$ cat src/rtl/xcvr_pkg.sv
package xcvr_pkg;
  typedef struct packed {
    logic loadAb;
    logic driveAb;
    logic loadBa;
    logic driveBa;
  } chanStrobe_t;
endpackage

$ cat src/rtl/xcvr_ctrl.sv
module xcvr_ctrl
  import xcvr_pkg::*;
#(
  parameter int NUM_CH = 2
) (
  input  logic [NUM_CH-1:0]              enAbN,
  input  logic [NUM_CH-1:0]              leAbN,
  input  logic [NUM_CH-1:0]              oeAbN,
  input  logic [NUM_CH-1:0]              enBaN,
  input  logic [NUM_CH-1:0]              leBaN,
  input  logic [NUM_CH-1:0]              oeBaN,
  output chanStrobe_t [NUM_CH-1:0]       strobes
);
  // Decode the active-low controls into strobes for each channel.
  // A latch loads only when its enable and latch enable are both asserted.
  // A side is driven only when its enable and output enable are both asserted.
  for (genvar c = 0; c < NUM_CH; c++) begin : g_ch
    always_comb begin
      strobes[c].loadAb  = ~enAbN[c] & ~leAbN[c];
      strobes[c].driveAb = ~enAbN[c] & ~oeAbN[c];
      strobes[c].loadBa  = ~enBaN[c] & ~leBaN[c];
      strobes[c].driveBa = ~enBaN[c] & ~oeBaN[c];
    end
  end
endmodule

$ cat src/rtl/xcvr_datapath.sv
module xcvr_datapath
  import xcvr_pkg::*;
#(
  parameter int NUM_CH = 2,
  parameter int WIDTH  = 8
) (
  input  logic                        clk,
  input  logic                        rst,
  input  chanStrobe_t [NUM_CH-1:0]    strobes,
  input  logic [NUM_CH*WIDTH-1:0]     aIn,
  input  logic [NUM_CH*WIDTH-1:0]     bIn,
  output logic [NUM_CH*WIDTH-1:0]     aOut,
  output logic [NUM_CH-1:0]           aDrive,
  output logic [NUM_CH*WIDTH-1:0]     bOut,
  output logic [NUM_CH-1:0]           bDrive,
  output logic [NUM_CH-1:0]           contention
);
  for (genvar c = 0; c < NUM_CH; c++) begin : g_ch
    localparam int LO = c * WIDTH;

    logic [WIDTH-1:0] storeAb, storeBa;
    logic [WIDTH-1:0] nextAb, nextBa;

    // The next latch content is also the value that goes out when the side is driven.
    assign nextAb = strobes[c].loadAb ? aIn[LO +: WIDTH] : storeAb;
    assign nextBa = strobes[c].loadBa ? bIn[LO +: WIDTH] : storeBa;

    always_ff @(posedge clk) begin
      if (rst) begin
        storeAb       <= '0;
        storeBa       <= '0;
        bOut[LO +: WIDTH] <= '0;
        aOut[LO +: WIDTH] <= '0;
        bDrive[c]     <= 1'b0;
        aDrive[c]     <= 1'b0;
        contention[c] <= 1'b0;
      end else begin
        storeAb       <= nextAb;
        storeBa       <= nextBa;
        bOut[LO +: WIDTH] <= strobes[c].driveAb ? nextAb : '0;
        aOut[LO +: WIDTH] <= strobes[c].driveBa ? nextBa : '0;
        bDrive[c]     <= strobes[c].driveAb;
        aDrive[c]     <= strobes[c].driveBa;
        contention[c] <= strobes[c].driveAb & strobes[c].driveBa;
      end
    end
  end
endmodule

$ cat src/rtl/dual_latched_xcvr.sv
module dual_latched_xcvr
  import xcvr_pkg::*;
#(
  parameter int NUM_CH = 2,
  parameter int WIDTH  = 8
) (
  input  logic                     clk,
  input  logic                     rst,
  input  logic [NUM_CH*WIDTH-1:0]  aIn,
  input  logic [NUM_CH*WIDTH-1:0]  bIn,
  input  logic [NUM_CH-1:0]        enAbN,
  input  logic [NUM_CH-1:0]        leAbN,
  input  logic [NUM_CH-1:0]        oeAbN,
  input  logic [NUM_CH-1:0]        enBaN,
  input  logic [NUM_CH-1:0]        leBaN,
  input  logic [NUM_CH-1:0]        oeBaN,
  output logic [NUM_CH*WIDTH-1:0]  aOut,
  output logic [NUM_CH-1:0]        aDrive,
  output logic [NUM_CH*WIDTH-1:0]  bOut,
  output logic [NUM_CH-1:0]        bDrive,
  output logic [NUM_CH-1:0]        contention
);
  chanStrobe_t [NUM_CH-1:0] strobes;

  xcvr_ctrl #(.NUM_CH(NUM_CH)) u_ctrl (
    .enAbN(enAbN), .leAbN(leAbN), .oeAbN(oeAbN),
    .enBaN(enBaN), .leBaN(leBaN), .oeBaN(oeBaN),
    .strobes(strobes)
  );

  xcvr_datapath #(.NUM_CH(NUM_CH), .WIDTH(WIDTH)) u_dp (
    .clk(clk), .rst(rst), .strobes(strobes),
    .aIn(aIn), .bIn(bIn),
    .aOut(aOut), .aDrive(aDrive),
    .bOut(bOut), .bDrive(bDrive),
    .contention(contention)
  );
endmodule

$ cat config.mk
export PLATFORM = sky130hd
export DESIGN_NAME = dual_latched_xcvr
export DESIGN_NICKNAME = d
export VERILOG_FILES = /design/src/rtl/xcvr_pkg.sv /design/src/rtl/xcvr_ctrl.sv /design/src/rtl/xcvr_datapath.sv /design/src/rtl/dual_latched_xcvr.sv
export SDC_FILE = /design/constraint.sdc
export NUM_CORES = 1
export LEC_CHECK = 0
export ABC_AREA = 1
export BUFFER_PORTS_ARGS = -buffer_cell sky130_fd_sc_hd__buf_2
export CORE_ASPECT_RATIO = 1.5
export CORE_UTILIZATION = 49
export DETAILED_ROUTE_END_ITERATION = 12
export HOLD_SLACK_MARGIN = 0.12
export PLACE_DENSITY = 0.74
export SLEW_MARGIN = 20
export SYNTH_ARGS = -nofsm -noshare
export SYNTH_HDL_FRONTEND = slang
export SYNTH_SLANG_ARGS = --single-unit
$ cat constraint.sdc
create_clock -name clk -period 0.9 [get_ports clk]
set_clock_uncertainty 0.05 [all_clocks]
set_input_delay 0.045 -clock clk [delete_from_list [all_inputs] [get_ports clk]]
set_output_delay 0.045 -clock clk [all_outputs]
set_load 0.01 [all_outputs]
After elaboration in Yosys (flattened, before gate mapping)
Cells that the tools add are included.
{ "op_classes": {"bitwise": 26, "n_reduce_logical": 4, "n_mux": 4} }
{ "op_table": {"columns": ["cell", "count"], "rows": [
  ["8-bit two-way mux", 4],
  ["1-bit inverter", 16],
  ["1-bit bitwise AND", 10],
  ["2-bit OR reduction", 4]
]} }
{ "totals": {"ff_bits": 70, "wordCells": 48} }

Longest topological paths before layout
Gate-level depths: netlist of run 1.
{ "depth": {"depth_word": 4, "ltp_mapped": 5} }

Hierarchy
A second synthesis of run 1 with hierarchy kept.
{ "unflattened": {"hier_cells": 327, "hier_area_um2": 2447.3} }
{ "modules_own_cells": {"columns": ["module", "area_per_inst_um2", "cells_each", "instances"], "rows": [
  ["xcvr_datapath", 2417.3, 319, 1],
  ["xcvr_ctrl", 30.0, 8, 1]
]} }

Least setup slack after synthesis of run 1
No wires, ideal clock.
{ "synth_timing": {"kind": "input to register", "start": "input enBaN[1]", "end": "register u_dp.g_ch[1].storeBa[0]", "arrival_time_ps": 517, "stages": 5, "setup_time_ps": 117, "setup_slack_ps": 216, "required_ps": 733, "cell_sequence": "buf_2 > nor2_4 > nand2_1 > nand2_1 > nor2_1"} }
{ "synth_via": {"elab_chain_cells": 3} }
{ "synth_rtl": {"columns": ["element", "line_no", "source"], "rows": [
  ["start: declaration", "dual_latched_xcvr.sv:14", "input logic [NUM_CH-1:0] enBaN,"],
  ["1-bit inverter", "xcvr_ctrl.sv:21", "strobes[c].loadBa = ~enBaN[c] & ~leBaN[c];"],
  ["1-bit bitwise AND", "xcvr_ctrl.sv:21", null],
  ["8-bit two-way mux", "xcvr_datapath.sv:26", "assign nextBa = strobes[c].loadBa ? bIn[LO +: WIDTH] : storeBa;"],
  ["end signal: assignment", "xcvr_datapath.sv:39", "storeBa <= nextBa;"],
  ["end: declaration", "xcvr_datapath.sv:21", "logic [WIDTH-1:0] storeAb, storeBa;"]
]} }
No other way between the ends.
A chain may end at the register's enable or synchronous reset.

Worst setup path in the final report of run 1
{ "layout_timing": {"start": "input leBaN[1]", "end": "register u_dp.aOut[11]"} }
{ "layout_via": {"elab_chain_cells": 3} }
{ "layout_rtl": {"columns": ["element", "line_no", "source"], "rows": [
  ["start: declaration", "dual_latched_xcvr.sv:15", "input logic [NUM_CH-1:0] leBaN,"],
  ["1-bit inverter", "xcvr_ctrl.sv:21", null],
  ["1-bit bitwise AND", "xcvr_ctrl.sv:21", null],
  ["8-bit two-way mux", "xcvr_datapath.sv:26", null],
  ["end signal: indexed assignment", "xcvr_datapath.sv:41", "aOut[LO +: WIDTH] <= strobes[c].driveBa ? nextBa : '0;"],
  ["end: declaration", "xcvr_datapath.sv:12", "output logic [NUM_CH*WIDTH-1:0] aOut,"]
]} }
No other way between the ends.

==> metrics.txt, run 1 <==
Tcrit/Tclk final=0.993; share of the synthesized area in the top cell type=0.563; delay-heaviest family, CP=buffers and inverters; crit-path cells=buf_2 > dlygate4sd3_1 > o21ai_0 > nand2_1 > nor2_1; Static Leakage=1.86 nW; Worst Tran Pin Value=239 ps; Worst path slowest cell=dlygate4sd3_1; worst hold slack=59.5 ps; clk root buf=clkbuf_8; syn_area_per_cell=7.75 um^2; Syn Nets=367; Fin. Hold Viols=0; Final nets=495; clk slew on worst S/H paths=70 ps; CP startpoint=leBaN[1]; Startpoint Class=input pin; TritonCTS buffer count=9; Placed Cells incl. Taps=464; # DRC=0; number of synthesized flops with an enable pin=0; distinct cell type count after synthesis=13; I/O pin cnt=84; Slew Limit Headroom=0.841; Worst Hold Class=input pin to flop; CTS tree=done; max-slew violation count=0; area grow syn2layout=47.4%; Worst Setup End Kind=flop; Max Root-Sink Buffers=2; Vias=2277; register area share after synthesis=0.563; post-route ant nets=0; YS warnings=0; Total GRT Usage=0.222; core box area=4850 um^2; DP HPWL=3420 um; first-pass GRT wire length=8800 um; Synth area leader=dfxtp_1; Max Clock Freq=1120 MHz; Starting DRT DRC Count=193; Inserted Diodes=0; ys async rst share=0; Clock Latency Late Sink=330 ps; starting density of the core=0.513; Synth Register Bits=70; status=complete, no violations; most common flop cell mapped by yosys=dfxtp_1; count leader, synth=dfxtp_1; Port Buffers=83; Mapped Cells=321; Setup-failing EPs final=0; fin cells=520; vias per cell=4.38; die width=60.2 um; Routed WL=5700 um; RSZ-0062 raised after global routing=yes; crit path time final=894 ps; # rows=31; Buffers & Inverters on Critical Path=2; worst path arrival time=1120 ps; number of global-route vias before repair=2108; critical path's largest stage delay=590 ps; Max Cap Viol=0; Pwr Density=1950 nW/um^2; drt wl/cell=11.0 um; H-tree depth=3; synthesized area=2490 um^2; share of cells above drive strength 1=0.291; hold path start=rst; peak fanout along the critical path=9; GPL Wtd Cong=0.751; largest net degree at the start of global routing=21; Worst R2R Start=u_dp.g_ch[0].storeAb[3]; total grt overflow=0; Worst IR Drop VDD=1.47 mV; CTS Sinks=70; initial antenna violation count=0; synth top area cells=dfxtp_1 56%, inv_1 10%, nor2_1 9.8%; worst path required time=1130 ps; Die Ht=89.3 um; Worst Setup Path Type=input pin to flop; die area=5370 um^2; Pre-Repair DR Iteration Count=4; top cells by count, synth=70 x dfxtp_1, 68 x inv_1, 65 x nor2_1
[cell usage in the layout (no fill, tap or decap), drive strengths merged]
master | netlist | layout
o21ai | 32 | 32
nor2 | 72 | 72
dfxtp | 70 | 70
inv | 69 | 69
clkbuf | 0 | 13
buf | 8 | 85
nor3 | 2 | 2
bufinv | 0 | 3
nand2 | 68 | 69
dlygate4sd3 | 0 | 39
[worst reg2reg max path, stage by stage (launching register included)]
cell and delay [ps]:
dfxtp_1 310, inv_1 30, o21ai_0 80, nand2_1 110, nor2_1 110
[through the flow]
step                      utilization  total power [W]  setup slack (ps)  TNS [ps]  cell area, um^2
after detailed placement        0.608          0.00395              54.2         0             2950
after global placement          0.608          0.00393              78.2         0             2950
final                           0.757          0.00715              6.06         0             3670
after global routing            0.757          0.00748             -13.7     -50.2             3670
after CTS                       0.738          0.00716              2.32         0             3580
after floorplan                     -          0.00372               216         0             2490
[cells by family after synthesis]
family / after synthesis / synth area share
AND/OR/NAND/NOR: 142 / 0.246
buffers and inverters: 77 / 0.126
flip-flops: 70 / 0.563
AO/OA/AOI/OAI: 32 / 0.0644
[repair_timing]
item / CTS / global route
setup endpoints to repair: 1 / 27
hold buffers: 38 / 1
gates resized for setup: 1 / 27
cloned: 0 / 1
pin swaps: 0 / 1
buffers inserted: 0 / 0
endpoints found under the hold margin: 70 / 20
[routing by layer]
metal / share of wire / vias to the layer above / wire [um] / track usage
li1: - / 1187 / - / -
met2: 0.53 / 81 / 3020 / 0.394
met1: 0.39 / 995 / 2250 / 0.242
met3: 0.051 / 14 / 291 / 0.0564
met4: 0.025 / 0 / 140 / 0.101
met5: 0 / - / 0 / 0
[final cells by class]
type	instances	area (um^2)
flip-flops and latches	70	1420
fillers	356	1180
repair buffers	124	867
multi-input cells	175	790
inverters	69	259
clock buffers	13	159
clock inverters	3	90.1
well taps	66	82.6
[flip-flops by register name (all words and copies together), names as in the netlist]
signal and cells:
u_dp.aOut 16, u_dp.aDrive 2, u_dp.g_ch.storeAb 16, u_dp.contention 2, u_dp.bOut 16, u_dp.g_ch.storeBa 16, u_dp.bDrive 2
[worst paths after layout]
path                                                 to  slack, ps  depth (start not counted)
worst max-delay path                      u_dp.aOut[11]          6                          5
worst min-delay path            u_dp.g_ch[0].storeBa[3]         60                          3
worst max register to register  u_dp.g_ch[0].storeAb[3]        140                          4
worst min register to register             u_dp.bOut[9]        490                          4
[power breakdown]
| part | total (W) | internal (W) | switching (W) |
|---|---|---|---|
| Sequential | 0.00328 | 0.00324 | 0.0000378 |
| Combinational | 0.000769 | 0.000357 | 0.000412 |
| Clock | 0.00311 | 0.00200 | 0.00111 |
(Power assumes the default switching activity.)
==> run 2, diff against run 1 <==
Settings changed: CORE_UTILIZATION 49 to 51, CTS_BUF_LIST from default to sky130_fd_sc_hd__clkbuf_4 sky130_fd_sc_hd__clkbuf_8, GPL_TIMING_DRIVEN from default to 0, PLACE_DENSITY 0.74 to 0.77.
==> metrics.txt, run 2 (synthesis gave the netlist of run 1 again) <==
hold path start=enAbN[1]; CP startpoint=oeAbN[0]; Placed Cells incl. Taps=465 (+0.22%); area grow syn2layout=43.1%; CTS Sinks=70 (unchanged); initial antenna violation count=0 (unchanged); P_int=0.00469 W (-16%); peak fanout along the critical path=5 (-4); Pwr Density=1730 nW/um^2 (-11%); TritonCTS buffer count=9 (unchanged); reg2reg setup slack=180 ps (+40 ps); CTS tree=done; clk root buf=clkbuf_8; core box area=4620 um^2 (-4.8%); worst path arrival time=1090 ps (-30 ps); Max Cap Viol=0 (unchanged); met3 Resource Use GR=0.0502 (-0.00622); most common cell after layout, fill and taps aside=buf_2; die area=5170 um^2 (-3.8%); Static Leakage=1.85 nW (-0.92%); Port Buffers=80 (-3.6%); vias per cell=4.39 (+0.17%); Inserted Diodes=0 (unchanged); number of global-route vias before repair=2161 (+2.5%); Worst IR Drop VDD=1.27 mV (-13%); post-route ant nets=0 (unchanged); Slew Limit Headroom=0.850 (+0.00880); Die Ht=87.6 um (-1.9%); Storage cell area=1410 um^2 (-1.1%); cell count of the worst hold path=5 (+2); most frequent cells in the layout=83 x buf_2, 68 x inv_1, 67 x dfxtp_1, 64 x nand2_1, 64 x nor2_1; Global Route met1 Usage=0.239 (-0.00301); Post-Route Setup TNS=0 ps (unchanged); GR Util met2=0.420 (+0.0268); register share of total power=0.531 (+0.073); FF-to-FF path depth=4 (unchanged); Worst R2R Start=u_dp.g_ch[0].storeBa[1]; clk slew on worst S/H paths=70 ps (about the same); total grt overflow=0 (unchanged); first-pass GRT wire length=8900 um (+1.1%); Clk pwr share=0.343 (-0.091); # hold bufs at CTS=39 (+2.6%); Comb power frac=0.126 (+0.019); Clock Latency Late Sink=330 ps (about the same); share of cells above drive strength 1=0.264 (-0.0264); # DRC=0 (unchanged); fill count=355 (-0.28%); final standard cell area without fillers=3560 um^2 (-2.9%); reg-to-reg endpoint=u_dp.g_ch[0].storeBa[1]; H-tree depth=3 (unchanged); Routed WL=5560 um (-2.5%); Fin. Hold Viols=0 (unchanged); drt wl/cell=10.7 um (-2.1%); largest net degree at the start of global routing=11 (-48%); RSZ-0062 raised after global routing=yes; Starting DRT DRC Count=93 (-52%); die width=59.0 um (-1.9%); Overall Power=0.00617 W (-14%); Startpoint Class=input pin; switching pwr=0.00147 W (-5.6%); Setup-failing EPs final=0 (unchanged); Tcrit/Tclk final=0.971 (-0.0222); crit path time final=874 ps (-20.0 ps); Worst Hold Class=input pin to flop; Sw Share=0.239 (+0.0207); most used routing layer=met2; I/O pin cnt=84 (unchanged); area of the multi-input gates=797 um^2 (+0.95%); GPL Wtd Cong=0.765 (+1.8%); Hold Path End=u_dp.g_ch[1].storeAb[6]; # rows=30 (-3.2%); Worst Setup Path Type=input pin to flop; dpl cell area=2970 um^2 (+0.76%); max-slew violation count=0 (unchanged); worst path required time=1110 ps (-20 ps); starting density of the core=0.539 (+0.0257); Final nets=498 (+0.61%); status=complete, no violations; DP HPWL=3240 um (-5.2%); Total GRT Usage=0.230 (+0.00797); Worst Setup End Kind=flop; Vias=2272 (-0.22%); Pre-Repair DR Iteration Count=4 (unchanged); fin cells=518 (-0.38%); Max Root-Sink Buffers=2 (unchanged); Worst Tran Pin Value=225 ps (-13.2 ps); Max Clock Freq=1140 MHz (+2.3%)
[run 2: changes by cell type in the layout (fill, tap and decap cells not counted), sizes merged]
cell    before  now
buf         85   88
clkbuf      13   11
clkinv       0    2
bufinv       3    0
[run 2: repair_timing]
action	in CTS	in global routing
setup endpoints to repair	0	28
hold endpoints to repair	70	13
buffers inserted	0	0
resized for setup	0	12
[run 2: worst max-delay path, cell delays in order]
cell and delay, ps:
dlygate4sd3_1 530, buf_2 130, nor2_4 130, nand2_2 120
nor2_1 130
[run 2: layout make-up]
cell class	count	area share
flip-flops and latches	70	0.395
multi-input cells	175	0.224
repair buffers	119	0.224
inverters	69	0.0727
clock buffers	11	0.0425
well taps	64	0.0225
plain buffers	8	0.0172
clock inverters	2	0.00281
[run 2: power groups by stage]
stage / Clock, W / Combinational, W / Sequential (W)
2_1_floorplan: 0 / 0.000356 / 0.00336
3_3_place_gp: 0 / 0.000604 / 0.00334
3_5_place_dp: 0 / 0.000614 / 0.00334
4_1_cts: 0.00218 / 0.000748 / 0.00327
5_1_grt: 0.00230 / 0.000882 / 0.00328
6_report: 0.00212 / 0.000776 / 0.00327
[run 2: routing by layer]
layer  share of wire  wire [um]
met5               0          0
met4           0.020        113
met3           0.038        211
met2            0.54       3010
met1            0.40       2230
[run 2: worst max path at each step]
stage,to,slack [ps],depth (start not counted)
floorplan,u_dp.g_ch[1].storeBa[0],220,5
global placement,u_dp.bOut[8],100,5
detailed placement,u_dp.bOut[8],80,5
CTS,u_dp.g_ch[1].storeAb[4],6,4
global route,u_dp.bOut[7],-20,5
finish,u_dp.bOut[5],30,5
[run 2: through the flow]
step	worst slack [ps]	hold slack, ps	utilization
3_5_place_dp	81.3	215	0.643
6_report	26.1	71.5	0.771
3_3_place_gp	98.5	213	0.643
5_1_grt	-20.8	95.5	0.771
4_1_cts	6.00	52.4	0.763
2_1_floorplan	216	65.9	-
==> run 3, diff against run 2 <==
Settings changed: ABC_AREA 1 to default, CORE_UTILIZATION 51 to 52, GPL_ROUTABILITY_DRIVEN from default to 0.
==> metrics.txt, run 3 <==
Worst Hold Class=input pin to flop; first-pass GRT wire length=8600 um (-3.3%); Worst Setup End Kind=output pin; register share of total power=0.525 (-0.006); drt wl/cell=13.2 um (+23%); Sw Share=0.235 (-0.00392); synth top area cells=dfxtp_1 53%, mux2i_1 12%, or3b_1 11%; post-synthesis compound-gate area fraction=0.121 (+0.0571); Buffers & Inverters on Critical Path=1 (-1); starting density of the core=0.544 (+0.00472); CTS Sinks=70 (unchanged); # DRC=0 (unchanged); Worst Tran Pin Value=219 ps (-6.90 ps); I/O pin cnt=84 (unchanged); Final nets=402 (-19%); XOR/XNOR share of the synthesized area=0 (unchanged); synthesized area=2640 um^2 (+5.9%); core box area=4850 um^2 (+5.0%); worst hold slack=-92.8 ps (-164 ps); hold path start=bIn[5]; die area=5360 um^2 (+3.8%); crit path time final=873 ps (-0.829 ps); Die Ht=89.2 um (+1.9%); register area share after synthesis=0.532 (-0.0315); Simple-Gate Fraction of Synth Area=0.171 (-0.0755); Fin. Hold Viols=34 (+34); mux contribution to synthesized area=0.121 (+0.121); Static Leakage=1.55 nW (-16%); total grt overflow=0 (unchanged); Syn Nets=306 (-17%); YS warnings=0 (unchanged); Max Clock Freq=1150 MHz (about the same); critical path's largest stage delay=320 ps (-210 ps); Total GRT Usage=0.216 (-0.0142); Worst Setup Path Type=flop to output pin; largest net degree at the start of global routing=11 (unchanged); worst path required time=810 ps (-300 ps); Startpoint Class=flop; CTS tree=done; count leader, synth=dfxtp_1; Max Root-Sink Buffers=2 (unchanged); DP HPWL=3800 um (+17%); largest family of logic cells by synthesized area=simple AND/OR/NAND/NOR gates; cell count of the worst hold path=3 (-2); number of synthesized flops with an enable pin=0 (unchanged); vias per cell=5.09 (+16%); delay-heaviest family, CP=flip-flops; status=complete, but fails checks; FF-to-FF path depth=2 (-2); fill count=409 (+15%); Adder-Cell Fraction of Synth Area=0 (unchanged); die width=60.1 um (+1.9%); CP startpoint=u_dp.aOut[12]; Synth area leader=dfxtp_1; Clk pwr share=0.373 (+0.030); TritonCTS buffer count=9 (unchanged); number of global-route vias before repair=1895 (-12%); initial antenna violation count=0 (unchanged); Tcrit/Tclk final=0.970 (about the same); Port Buffers=82 (+2.5%); most common flop cell mapped by yosys=dfxtp_1; Worst path slowest cell=dfxtp_2; Synth Register Bits=70 (unchanged); Critical Path Stages=1 (-4); switching pwr=0.00145 W (-1.5%); Worst IR Drop VDD=1.26 mV (-1.0%); Comb power frac=0.102 (-0.024); crit-path cells=buf_2; Pre-Repair DR Iteration Count=4 (unchanged); post-route ant nets=0 (unchanged); worst path arrival time=780 ps (-310 ps); post-CTS setup buffer count=0 (unchanged); Overall Power=0.00618 W (+0.17%); peak fanout along the critical path=1 (-4); syn_area_per_cell=10.1 um^2 (+31%); Slew Limit Headroom=0.854 (+0.00460); final standard cell area without fillers=3370 um^2 (-5.5%); failing checks=hold timing; Starting DRT DRC Count=81 (-13%); Setup-failing EPs final=0 (unchanged); most common cell after layout, fill and taps aside=buf_2; share of cells above drive strength 1=0.365 (+0.101); # rows=31 (+3.3%); Worst R2R Start=u_dp.g_ch[1].storeBa[2]; area grow syn2layout=27.7%; Pwr Density=1830 nW/um^2 (+6.0%); H-tree depth=3 (unchanged); Clock Latency Late Sink=330 ps (about the same); P_int=0.00473 W (+0.69%); distinct cell type count after synthesis=13 (unchanged); ys async rst share=0 (unchanged); Vias=2164 (-4.8%); Routed WL=5630 um (+1.2%); Max Cap Viol=0 (unchanged); clk slew on worst S/H paths=70 ps (about the same); Inserted Diodes=0 (unchanged); most frequent cells in the layout=93 x buf_2, 64 x dfxtp_1, 32 x o21ai_1, 32 x mux2i_1, 32 x nor2_1; share of the synthesized area in the top cell type=0.532 (-0.0315); Mapped Cells=260 (-19%); clk root buf=clkbuf_8; max-slew violation count=0 (unchanged); dpl cell area=3130 um^2 (+5.4%); Post-Route Setup TNS=0 ps (unchanged); RSZ-0062 raised after global routing=no
[run 3: cells by family after synthesis]
group / after synthesis
buffers and inverters: 24
muxes: 32
AOI/OAI and AO/OA: 64
and+or+nand+nor: 70
DFF: 70
[run 3: layer usage]
metal  global-route usage  routed length [um]  vias to the layer above
li1                     -                   -                     1094
met4               0.0867                  80                        0
met5                    0                   0                        -
met2                0.360                2850                       54
met3               0.0564                 223                        7
met1                0.260                2480                     1009
[run 3: path summary, 6_finish.rpt]
kind / endpoint / slack [ps]
min reg2reg: u_dp.g_ch[0].storeAb[0] / 420
max: aOut[12] / 30
min: u_dp.aOut[5] / -90
max reg2reg: u_dp.g_ch[1].storeBa[2] / 210
[run 3: power by group through the flow]
stage / Sequential (W) / Combinational [W] / Clock (W)
floorplan: 0.00332 / 0.000349 / 0
global placement: 0.00330 / 0.000600 / 0
detailed placement: 0.00331 / 0.000612 / 0
CTS: 0.00324 / 0.000647 / 0.00233
global route: 0.00325 / 0.000697 / 0.00247
finish: 0.00324 / 0.000633 / 0.00230
[run 3: per-stage QoR]
stage / instances / setup WS [ps] / utilization / hold WS, ps
2_1_floorplan: 260 / 38.7 / - / 65.9
3_3_place_gp: 408 / -169 / 0.645 / 193
3_5_place_dp: 408 / -194 / 0.645 / 194
4_1_cts: 432 / 0.582 / 0.703 / -145
5_1_grt: 425 / 0.0465 / 0.694 / -74.2
6_report: 425 / 26.9 / 0.694 / -92.8
[run 3: repair_timing]
action	in CTS	in global routing
hold buffers	10	1
gates resized for setup	0	10
endpoints found under the hold margin	68	68
endpoints found under the setup margin	0	14
[run 3: cell type report]
type	count	area, um^2	share of cell area
sequential	70	1410	0.419
multi-input combinational	166	1100	0.327
timing repair buffer	85	452	0.134
clock buffer	13	173	0.0513
buffer	20	129	0.0383
tap	66	82.6	0.0245
inverter	4	15.0	0.00446
clock inverter	1	5.00	0.00149
